### src/rtl/dir_ptr_pkg.sv
package dir_ptr_pkg;
  typedef enum logic [1:0] {
    OVF_BCAST  = 2'd0,
    OVF_EVICT  = 2'd1,
    OVF_COARSE = 2'd2
  } ovf_mode_e;
endpackage

### src/rtl/dir_sharer_decode.sv
module dir_sharer_decode
  import dir_ptr_pkg::*;
#(
  parameter int        NODES   = 16,
  parameter int        PTRS    = 2,
  parameter int        ID_W    = 4,
  parameter int        CNT_W   = 2,
  parameter int        GROUP   = 2,
  parameter ovf_mode_e MODE    = OVF_COARSE,
  localparam int       STORE_W = PTRS * ID_W
) (
  input  logic               ovf,
  input  logic [CNT_W-1:0]   cnt,
  input  logic [STORE_W-1:0] bits,
  output logic [NODES-1:0]   mask
);
  for (genvar n = 0; n < NODES; n++) begin : g_node
    logic [PTRS-1:0] hit;
    for (genvar p = 0; p < PTRS; p++) begin : g_slot
      assign hit[p] = (CNT_W'(p) < cnt) && (bits[p*ID_W +: ID_W] == ID_W'(n));
    end
    if (MODE == OVF_BCAST) begin : g_bc
      assign mask[n] = ovf | (|hit);
    end else if (MODE == OVF_COARSE) begin : g_cv
      assign mask[n] = ovf ? bits[n/GROUP] : (|hit);
    end else begin : g_ev
      assign mask[n] = |hit;
    end
  end
endmodule

### src/rtl/dir_entry_ctrl.sv
module dir_entry_ctrl
  import dir_ptr_pkg::*;
#(
  parameter int        NODES   = 16,
  parameter int        PTRS    = 2,
  parameter int        ID_W    = 4,
  parameter int        CNT_W   = 2,
  parameter int        GROUP   = 2,
  parameter ovf_mode_e MODE    = OVF_COARSE,
  localparam int       STORE_W = PTRS * ID_W,
  localparam int       RR_W    = (PTRS > 1) ? $clog2(PTRS) : 1
) (
  input  logic               clk,
  input  logic               rst_n,
  input  logic               acc,
  input  logic               wr,
  input  logic [ID_W-1:0]    node,
  input  logic [NODES-1:0]   mask,
  output logic               ovf_q,
  output logic [CNT_W-1:0]   cnt_q,
  output logic [STORE_W-1:0] bits_q,
  output logic [NODES-1:0]   inv_load
);
  logic               ovf_d;
  logic [CNT_W-1:0]   cnt_d;
  logic [STORE_W-1:0] bits_d;
  logic [RR_W-1:0]    rr_q, rr_d;
  logic [NODES-1:0]   node_oh, merged;
  logic [STORE_W-1:0] grp_all, grp_new;

  assign node_oh = NODES'(1) << node;
  assign merged  = mask | node_oh;

  for (genvar g = 0; g < STORE_W; g++) begin : g_grp
    localparam int LO = g * GROUP;
    localparam int HI = (LO + GROUP > NODES) ? NODES - 1 : LO + GROUP - 1;
    if (LO < NODES) begin : g_live
      assign grp_all[g] = |merged[HI:LO];
      assign grp_new[g] = |node_oh[HI:LO];
    end else begin : g_dead
      assign grp_all[g] = 1'b0;
      assign grp_new[g] = 1'b0;
    end
  end

  always_comb begin
    ovf_d    = ovf_q;
    cnt_d    = cnt_q;
    bits_d   = bits_q;
    rr_d     = rr_q;
    inv_load = '0;
    if (acc) begin
      if (wr) begin
        inv_load           = mask & ~node_oh;
        ovf_d              = 1'b0;
        cnt_d              = CNT_W'(1);
        bits_d             = '0;
        bits_d[ID_W-1:0]   = node;
        rr_d               = '0;
      end else if (ovf_q) begin
        if (MODE == OVF_COARSE) bits_d = bits_q | grp_new;
      end else if (!(|(mask & node_oh))) begin
        if (cnt_q < CNT_W'(PTRS)) begin
          for (int p = 0; p < PTRS; p++)
            if (cnt_q == CNT_W'(p)) bits_d[p*ID_W +: ID_W] = node;
          cnt_d = cnt_q + CNT_W'(1);
        end else if (MODE == OVF_EVICT) begin
          for (int p = 0; p < PTRS; p++) begin
            if (rr_q == RR_W'(p)) begin
              inv_load                = NODES'(1) << bits_q[p*ID_W +: ID_W];
              bits_d[p*ID_W +: ID_W]  = node;
            end
          end
          rr_d = (rr_q == RR_W'(PTRS - 1)) ? '0 : rr_q + RR_W'(1);
        end else if (MODE == OVF_COARSE) begin
          ovf_d  = 1'b1;
          bits_d = grp_all;
        end else begin
          ovf_d = 1'b1;
        end
      end
    end
  end

  always_ff @(posedge clk or negedge rst_n) begin
    if (!rst_n) begin
      ovf_q  <= 1'b0;
      cnt_q  <= '0;
      bits_q <= '0;
      rr_q   <= '0;
    end else begin
      ovf_q  <= ovf_d;
      cnt_q  <= cnt_d;
      bits_q <= bits_d;
      rr_q   <= rr_d;
    end
  end
endmodule

### src/rtl/dir_inval_stream.sv
module dir_inval_stream #(
  parameter int NODES = 16,
  parameter int ID_W  = 4
) (
  input  logic             clk,
  input  logic             rst_n,
  input  logic             load_en,
  input  logic [NODES-1:0] load_mask,
  input  logic             inv_ready,
  output logic             inv_valid,
  output logic [ID_W-1:0]  inv_node
);
  logic [NODES-1:0] pend_q;

  assign inv_valid = |pend_q;

  always_comb begin
    inv_node = '0;
    for (int n = NODES - 1; n >= 0; n--)
      if (pend_q[n]) inv_node = ID_W'(n);
  end

  always_ff @(posedge clk or negedge rst_n) begin
    if (!rst_n)                      pend_q <= '0;
    else if (load_en)                pend_q <= load_mask;
    else if (inv_valid && inv_ready) pend_q <= pend_q & (pend_q - NODES'(1));
  end
endmodule

### src/rtl/dir_limited_ptr.sv
module dir_limited_ptr
  import dir_ptr_pkg::*;
#(
  parameter int        NODES   = 16,
  parameter int        PTRS    = 2,
  parameter ovf_mode_e MODE    = OVF_COARSE,
  localparam int       ID_W    = $clog2(NODES),
  localparam int       CNT_W   = $clog2(PTRS + 1),
  localparam int       STORE_W = PTRS * ID_W,
  localparam int       GROUP   = (NODES + STORE_W - 1) / STORE_W
) (
  input  logic               clk,
  input  logic               rst_n,
  input  logic               req_valid,
  output logic               req_ready,
  input  logic               req_write,
  input  logic [ID_W-1:0]    req_node,
  output logic               inv_valid,
  input  logic               inv_ready,
  output logic [ID_W-1:0]    inv_node,
  output logic               ent_ovf,
  output logic [CNT_W-1:0]   ent_count,
  output logic [STORE_W-1:0] ent_bits
);
  logic             acc;
  logic [NODES-1:0] sharers, inv_load;

  assign req_ready = !inv_valid;
  assign acc       = req_valid && req_ready;

  dir_sharer_decode #(
    .NODES(NODES), .PTRS(PTRS), .ID_W(ID_W), .CNT_W(CNT_W), .GROUP(GROUP), .MODE(MODE)
  ) u_decode (
    .ovf (ent_ovf),
    .cnt (ent_count),
    .bits(ent_bits),
    .mask(sharers)
  );

  dir_entry_ctrl #(
    .NODES(NODES), .PTRS(PTRS), .ID_W(ID_W), .CNT_W(CNT_W), .GROUP(GROUP), .MODE(MODE)
  ) u_ctrl (
    .clk     (clk),
    .rst_n   (rst_n),
    .acc     (acc),
    .wr      (req_write),
    .node    (req_node),
    .mask    (sharers),
    .ovf_q   (ent_ovf),
    .cnt_q   (ent_count),
    .bits_q  (ent_bits),
    .inv_load(inv_load)
  );

  dir_inval_stream #(
    .NODES(NODES), .ID_W(ID_W)
  ) u_stream (
    .clk      (clk),
    .rst_n    (rst_n),
    .load_en  (acc),
    .load_mask(inv_load),
    .inv_ready(inv_ready),
    .inv_valid(inv_valid),
    .inv_node (inv_node)
  );
endmodule

### config.mk
export PLATFORM = sky130hd
export DESIGN_NAME = dir_limited_ptr
export DESIGN_NICKNAME = d
export VERILOG_FILES = /design/src/rtl/dir_ptr_pkg.sv /design/src/rtl/dir_sharer_decode.sv /design/src/rtl/dir_entry_ctrl.sv /design/src/rtl/dir_inval_stream.sv /design/src/rtl/dir_limited_ptr.sv
export SDC_FILE = /design/constraint.sdc
export NUM_CORES = 1
export LEC_CHECK = 0
export BUFFER_PORTS_ARGS = -buffer_cell sky130_fd_sc_hd__buf_2
export CAP_MARGIN = 20
export CORE_MARGIN = 2
export CORE_UTILIZATION = 25
export CTS_CLUSTER_DIAMETER = 40
export CTS_CLUSTER_SIZE = 30
export DETAILED_ROUTE_END_ITERATION = 8
export HOLD_SLACK_MARGIN = 0.1
export MAX_ROUTING_LAYER = met4
export PLACE_DENSITY_LB_ADDON = 0.05
export SLEW_MARGIN = 20
export SYNTH_ARGS = -nofsm -noshare
export SYNTH_HDL_FRONTEND = slang
export SYNTH_SLANG_ARGS = --single-unit
### constraint.sdc
create_clock -name clk -period 3.6 [get_ports clk]
set_input_delay 0.72 -clock clk [delete_from_list [all_inputs] [get_ports clk]]
set_output_delay 0.72 -clock clk [all_outputs]
set_load 0.05 [all_outputs]
# After elaboration in Yosys (flattened, before gate mapping)
# Cells that the tools add are included.
# classes
muxes,49
n_bitwise,6
shifts,1
n_div,0
eq_ne,36
reduce_logical,77
magnitude_cmp,3
add_sub_neg,2
mul,0
# op_table
op,count
4-bit 2-to-1 mux,18
"4-bit equality test, second input constant",16
2-bit OR reduction,32
16-bit bitwise AND,3
16-bit 2-to-1 mux,3
1-bit logical AND,34
"4-bit by 3-bit equality test with 1-bit output, second input constant",8
8-bit 2-to-1 mux,4
16-bit OR reduction,2
1-bit 2-to-1 mux,20
"4-bit by 2-bit equality test with 1-bit output, second input constant",4
16-bit inverter,1
16-bit OR,1
"1-bit by 4-bit left shift with 16-bit output, first input constant",1
"16-bit by 1-bit subtractor with 16-bit output, second input constant",1
"4-bit by 1-bit equality test with 1-bit output, second input constant",2
4-bit zero test,2
2-bit 2-to-1 mux,4
"4-bit by 3-bit != test with 1-bit output, second input constant",2
8-bit OR,1
3-bit AND reduction,2
"1-bit by 2-bit less-than comparator with 1-bit output, first input constant",2
"2-bit != test, second input constant",2
4-bit AND reduction,1
other kinds (7),8
# word_totals
word_cells,179
romBits,0
ramBits,0
inputBits,9
latch_bits,0
regBits,27
mem_count,0
out_inout_bits,17

# Logic depth before layout (Yosys ltp)
# depth
word_depth,16
mapped_depth,15
ltp_nobuf,10

# Cells and area by module
# From an unflattened synthesis, not the netlist that was laid out.
# hier_totals
hier_cells,348
hier_area_um2,2630.0
# by_module_without_submodules
mod,area_per_inst_um2,cells_each,instances,seq_area_each_um2
dir_entry_ctrl,1255.0,175,1,275.3
dir_inval_stream,925.9,106,1,400.4
dir_sharer_decode,439.2,65,1,0.0
dir_limited_ptr,10.0,2,1,0.0

# Least setup slack after synthesis
# Ideal clock, no wire load.
# synth_path
kind,reg2reg
from,reg u_ctrl.cnt_q[1]
to,reg u_ctrl.bits_q[4]
setup_time_ns,0.121
required_time_ns,3.479
period_less_slack_ns,3.311
slack_ns,0.289
stages_incl_launch_ff,15
n_path_buf,4
arrival_ns,3.190
cell_sequence,dfrtp_1 > clkbuf_1 > clkbuf_1 > inv_1 > ha_1 > buf_2 > nor4b_1 > nand2_1 > a21boi_0 > a311oi_1 > nand4_1 > nor2b_1 > buf_2 > a22o_1 > a22o_1
# synth_via
elab_chain_cells,10
elab_cells_between_ends,79
cone_classes,order compare (3); eq/ne (3); mux (20); bitwise (2); reduce/logical (51)
# synth_rtl
item,line,text
start: declaration,dir_entry_ctrl.sv:20,"output logic [CNT_W-1:0] cnt_q,"
start signal: assignment,dir_entry_ctrl.sv:93,cnt_q <= cnt_d;
branches (longest 10 deep; another with 1-bit by 2-bit less-than comparator with 1-bit output),-,
end signal: assignment,dir_entry_ctrl.sv:94,bits_q <= bits_d;
end: declaration,dir_entry_ctrl.sv:21,"output logic [STORE_W-1:0] bits_q,"
# Several ways; the timed one is not identified. The select of a mux whose other input is x is not followed.
# A chain may end at the register's enable or synchronous reset.

# Final worst setup path
# layout_path
from,reg u_ctrl.bits_q[4]
to,reg u_ctrl.cnt_q[0]
# layout_via
elab_chain_cells,8
elab_cells_between_ends,68
cone_classes,eq/ne (16); mux (16); bitwise (1); reduce/logical (35)
# layout_rtl
item,line,text
4-bit by 1-bit equality test with 1-bit output (tied with other cells),dir_sharer_decode.sv:20,assign hit[p] = (CNT_W'(p) < cnt) && (bits[p*ID_W +: ID_W] == ID_W'(n));
1-bit logical AND,dir_sharer_decode.sv:20,
2-bit OR reduction,dir_sharer_decode.sv:25,assign mask[n] = ovf ? bits[n/GROUP] : (|hit);
1-bit 2-to-1 mux,dir_sharer_decode.sv:25,
16-bit bitwise AND *,dir_entry_ctrl.sv:62,end else if (!(|(mask & node_oh))) begin
16-bit OR reduction *,dir_entry_ctrl.sv:62,
2-bit != test (no source line) *,-,
4-bit AND reduction (no source line) *,-,
# Mark *: on every way between the ends. The rest lies on a longest branch, timed or not.

==> flow_metrics.tcl <==
set metrics [dict create \
    worst_pin_slew_ns 0.658 \
    clock_latency_ns 0.30 \
    drt-wirelength-per-cell_um 19.8 \
    routabilityCongestion 0.893 \
    slowest_stage "dfrtp_1" \
    core-area_mm2 0.00973 \
    grt_pass1_vias 2629 \
    avgSynthCellArea_um2 7.41 \
    drt-total-wl_um 9580 \
    track_usage_pct 18.5 \
    grt_max_degree 29 \
    relSlewSlack_pct 56.2 \
    dr.pass1.iters 7 \
    syn_to_final_growth_pct 12.7 \
    cap_viol_max_count 0 \
    cts.sinks 27 \
    cpLargestDelayFamily "compound AO/OA/AOI/OAI gates" \
    path_buf_inv 1 \
    r2r_cells 9 \
    crit_top_cell "a211oi_1" \
    die_x_um 104 \
    antenna_found_initial 0 \
    cts_tree "done" \
    fp.dieArea_mm2 0.0108 \
    diodes 0 \
    syn_inst 336 \
    ys_ff_latch 27 \
    dp_hpwl_um 7300 \
    syn-cell-area_mm2 0.00249 \
    crit_type "register to register" \
    status "finished, final reports clean" \
    clkTransAtPathRegs_ns 0.12 \
    cp.arrival_ns 3.28 \
    synth-edff-count 0 \
    drt-initial-drc-count 446 \
    pin_count 26 \
    final_layout_size_suffix_gt1_share_pct 14.2 \
    ys_seq_area_share_pct 27.1 \
    syn_nets 347 \
    skew_ns 0.0153 \
    min_path_type "input port to asynchronous set/reset pin" \
    ctsResizeCount 0 \
    crit_fanout 18 \
    ctsHoldBuffers 0 \
    async_flop_share_pct 100 \
    grt_overflow 0 \
    slew_violations 0 \
    yosysUniqueCellTypes 62 \
    postCtsSetupBuffers 0 \
    cpPeakStageDelay_ns 0.73 \
    cts_max_path_buffers 2 \
    ant_nets 0 \
    fp.dieH_um 104 \
    vias 2739 \
    fin_crit_sh_pct 85.1 \
    setup_tns_ns 0 \
    critPathCaptureType "register" \
    finalCriticalPeriod_ns 3.06 \
    worstSetupPathDepth 9 \
    setup_viol 0 \
    drt-vias-per-instance 5.66 \
    drcViolationCount 0 \
    rsz0062_at_grt "false" \
    crit_chain "and4b_1 > o21ai_0 > o22ai_1 > a2111oi_0 > nand4_1 > nor2b_1 > buf_4 > a211oi_1 > a211oi_1" \
    grt_pass1_wl_um 15400 \
    fmax_ghz 0.326 \
    cts_buffers 3 \
    htreeDepth 1 \
    nNetsFinal 363 \
    portBuffers 25 \
    row_count 36 \
    ys_warn_count 0 \
    synth_ff_type "dfrtp_1" \
    cts-root-buf "clkbuf_8" \
    hold_violations 0 \
    start_kind "register" \
    required_ns 3.82 \
    start_util_pct 25.6 \
]
## worst paths after layout
| kind | to | from | slack (ns) |
|---|---|---|---|
| max | u_ctrl.cnt_q[0]$_DFFE_PN0P_ | u_ctrl.bits_q[4]$_DFFE_PN0P_ | 0.54 |
| min | u_ctrl.bits_q[4]$_DFFE_PN0P_ | rst_n | 0.44 |
| max reg2reg | u_ctrl.cnt_q[0]$_DFFE_PN0P_ | u_ctrl.bits_q[4]$_DFFE_PN0P_ | 0.54 |
| min reg2reg | u_stream.pend_q[15]$_DFFE_PN0P_ | u_stream.pend_q[15]$_DFFE_PN0P_ | 0.54 |
| max in group asynchronous | u_ctrl.bits_q[0]$_DFFE_PN0P_ | rst_n | 2.73 |
| min in group clk | u_stream.pend_q[15]$_DFFE_PN0P_ | u_stream.pend_q[15]$_DFFE_PN0P_ | 0.54 |
## per-stage QoR
step           setup WS (ns)  utilization, %  cell area (µm²)  hold WS [ns]  instances
5_1_grt                0.186            28.8             2800         0.499        484
3_5_place_dp           0.460            28.3             2760         0.526        480
4_1_cts                0.556            28.8             2800         0.470        484
3_3_place_gp           0.451            28.3             2760         0.527        480
2_1_floorplan          0.289               -             2490         0.424        336
6_report               0.535            28.8             2800         0.437        484
## layout make-up
| class | instances | area, µm² |
|---|---|---|
| Fill cell | 1145 | 6930 |
| Multi-Input combinational cell | 271 | 1660 |
| Sequential cell | 27 | 676 |
| Timing Repair Buffer | 36 | 208 |
| Tap cell | 133 | 166 |
| Inverter | 13 | 48.8 |
| Clock buffer | 3 | 41.3 |
| Clock inverter | 1 | 7.51 |
## sequential cells by signal, summed over array words and instances, names as in the netlist
signal	flops
u_stream.pend_q	16
u_ctrl.cnt_q	2
u_ctrl.ovf_q	1
u_ctrl.bits_q	8
## cell usage after synthesis (3+ instances only)
cell type / number / area share [%]
nor4bb_1: 4 / 1.6
and2_1: 6 / 1.5
a22o_1: 5 / 1.8
o221ai_1: 3 / 1.1
o21bai_1: 3 / 0.90
nand2b_1: 5 / 1.3
clkbuf_1: 13 / 2.0
a21oi_1: 12 / 2.4
nor4_1: 3 / 0.75
nand2_1: 41 / 6.2
nand3_1: 12 / 2.4
nor2_1: 34 / 5.1
o31ai_1: 9 / 2.7
a31oi_1: 4 / 1.0
a22oi_1: 3 / 0.90
nor3b_1: 3 / 0.90
nand4_1: 7 / 1.8
buf_2: 11 / 2.2
a32o_1: 5 / 2.0
a21boi_0: 3 / 0.90
dfrtp_1: 27 / 27
a211oi_1: 8 / 2.4
nor3_1: 8 / 1.6
inv_1: 13 / 2.0
o21ai_0: 31 / 6.2
nor2b_1: 10 / 2.5
o211ai_1: 5 / 1.5
## layout by cell type (no fill, tap or decap), drive strengths merged, types with 5 or more instances in the layout
| master | n |
|---|---|
| and2 | 6 |
| a211oi | 8 |
| nand2b | 5 |
| nor2 | 35 |
| o21ai | 33 |
| nor2b | 10 |
| a22o | 5 |
| a21oi | 12 |
| nand3 | 12 |
| nor3 | 8 |
| nand4 | 7 |
| a32o | 5 |
| o31ai | 9 |
| o211ai | 5 |
| dfrtp | 27 |
| nand2 | 42 |
| buf | 36 |
| inv | 13 |
## cells by family (layout without fill, tap and decap cells)
| kind of cell | after synthesis | count (layout) | synth area share, % |
|---|---|---|---|
| DFF | 27 | 27 | 27.1 |
| AOI/OAI and AO/OA | 115 | 115 | 32.0 |
| buffers and inverters | 38 | 53 | 6.28 |
| adders and majority gates | 2 | 2 | 1.01 |
| xor gates and xnor gates | 2 | 2 | 0.704 |
| and+or+nand+nor | 149 | 149 | 31.6 |
| muxes | 3 | 3 | 1.31 |
## routing by layer
| layer | GRT usage (%) | part of all wire, % | vias to the layer above |
|---|---|---|---|
| met5 | - | 0 | - |
| met3 | 2.45 | 5.9 | 23 |
| met4 | 4.44 | 2.1 | 0 |
| met1 | 25.0 | 46 | 1313 |
| li1 | - | - | 1292 |
| met2 | 29.5 | 46 | 111 |
Power is not shown: default switching activity piles up to over one toggle a cycle in this logic, so the estimate is an artifact.
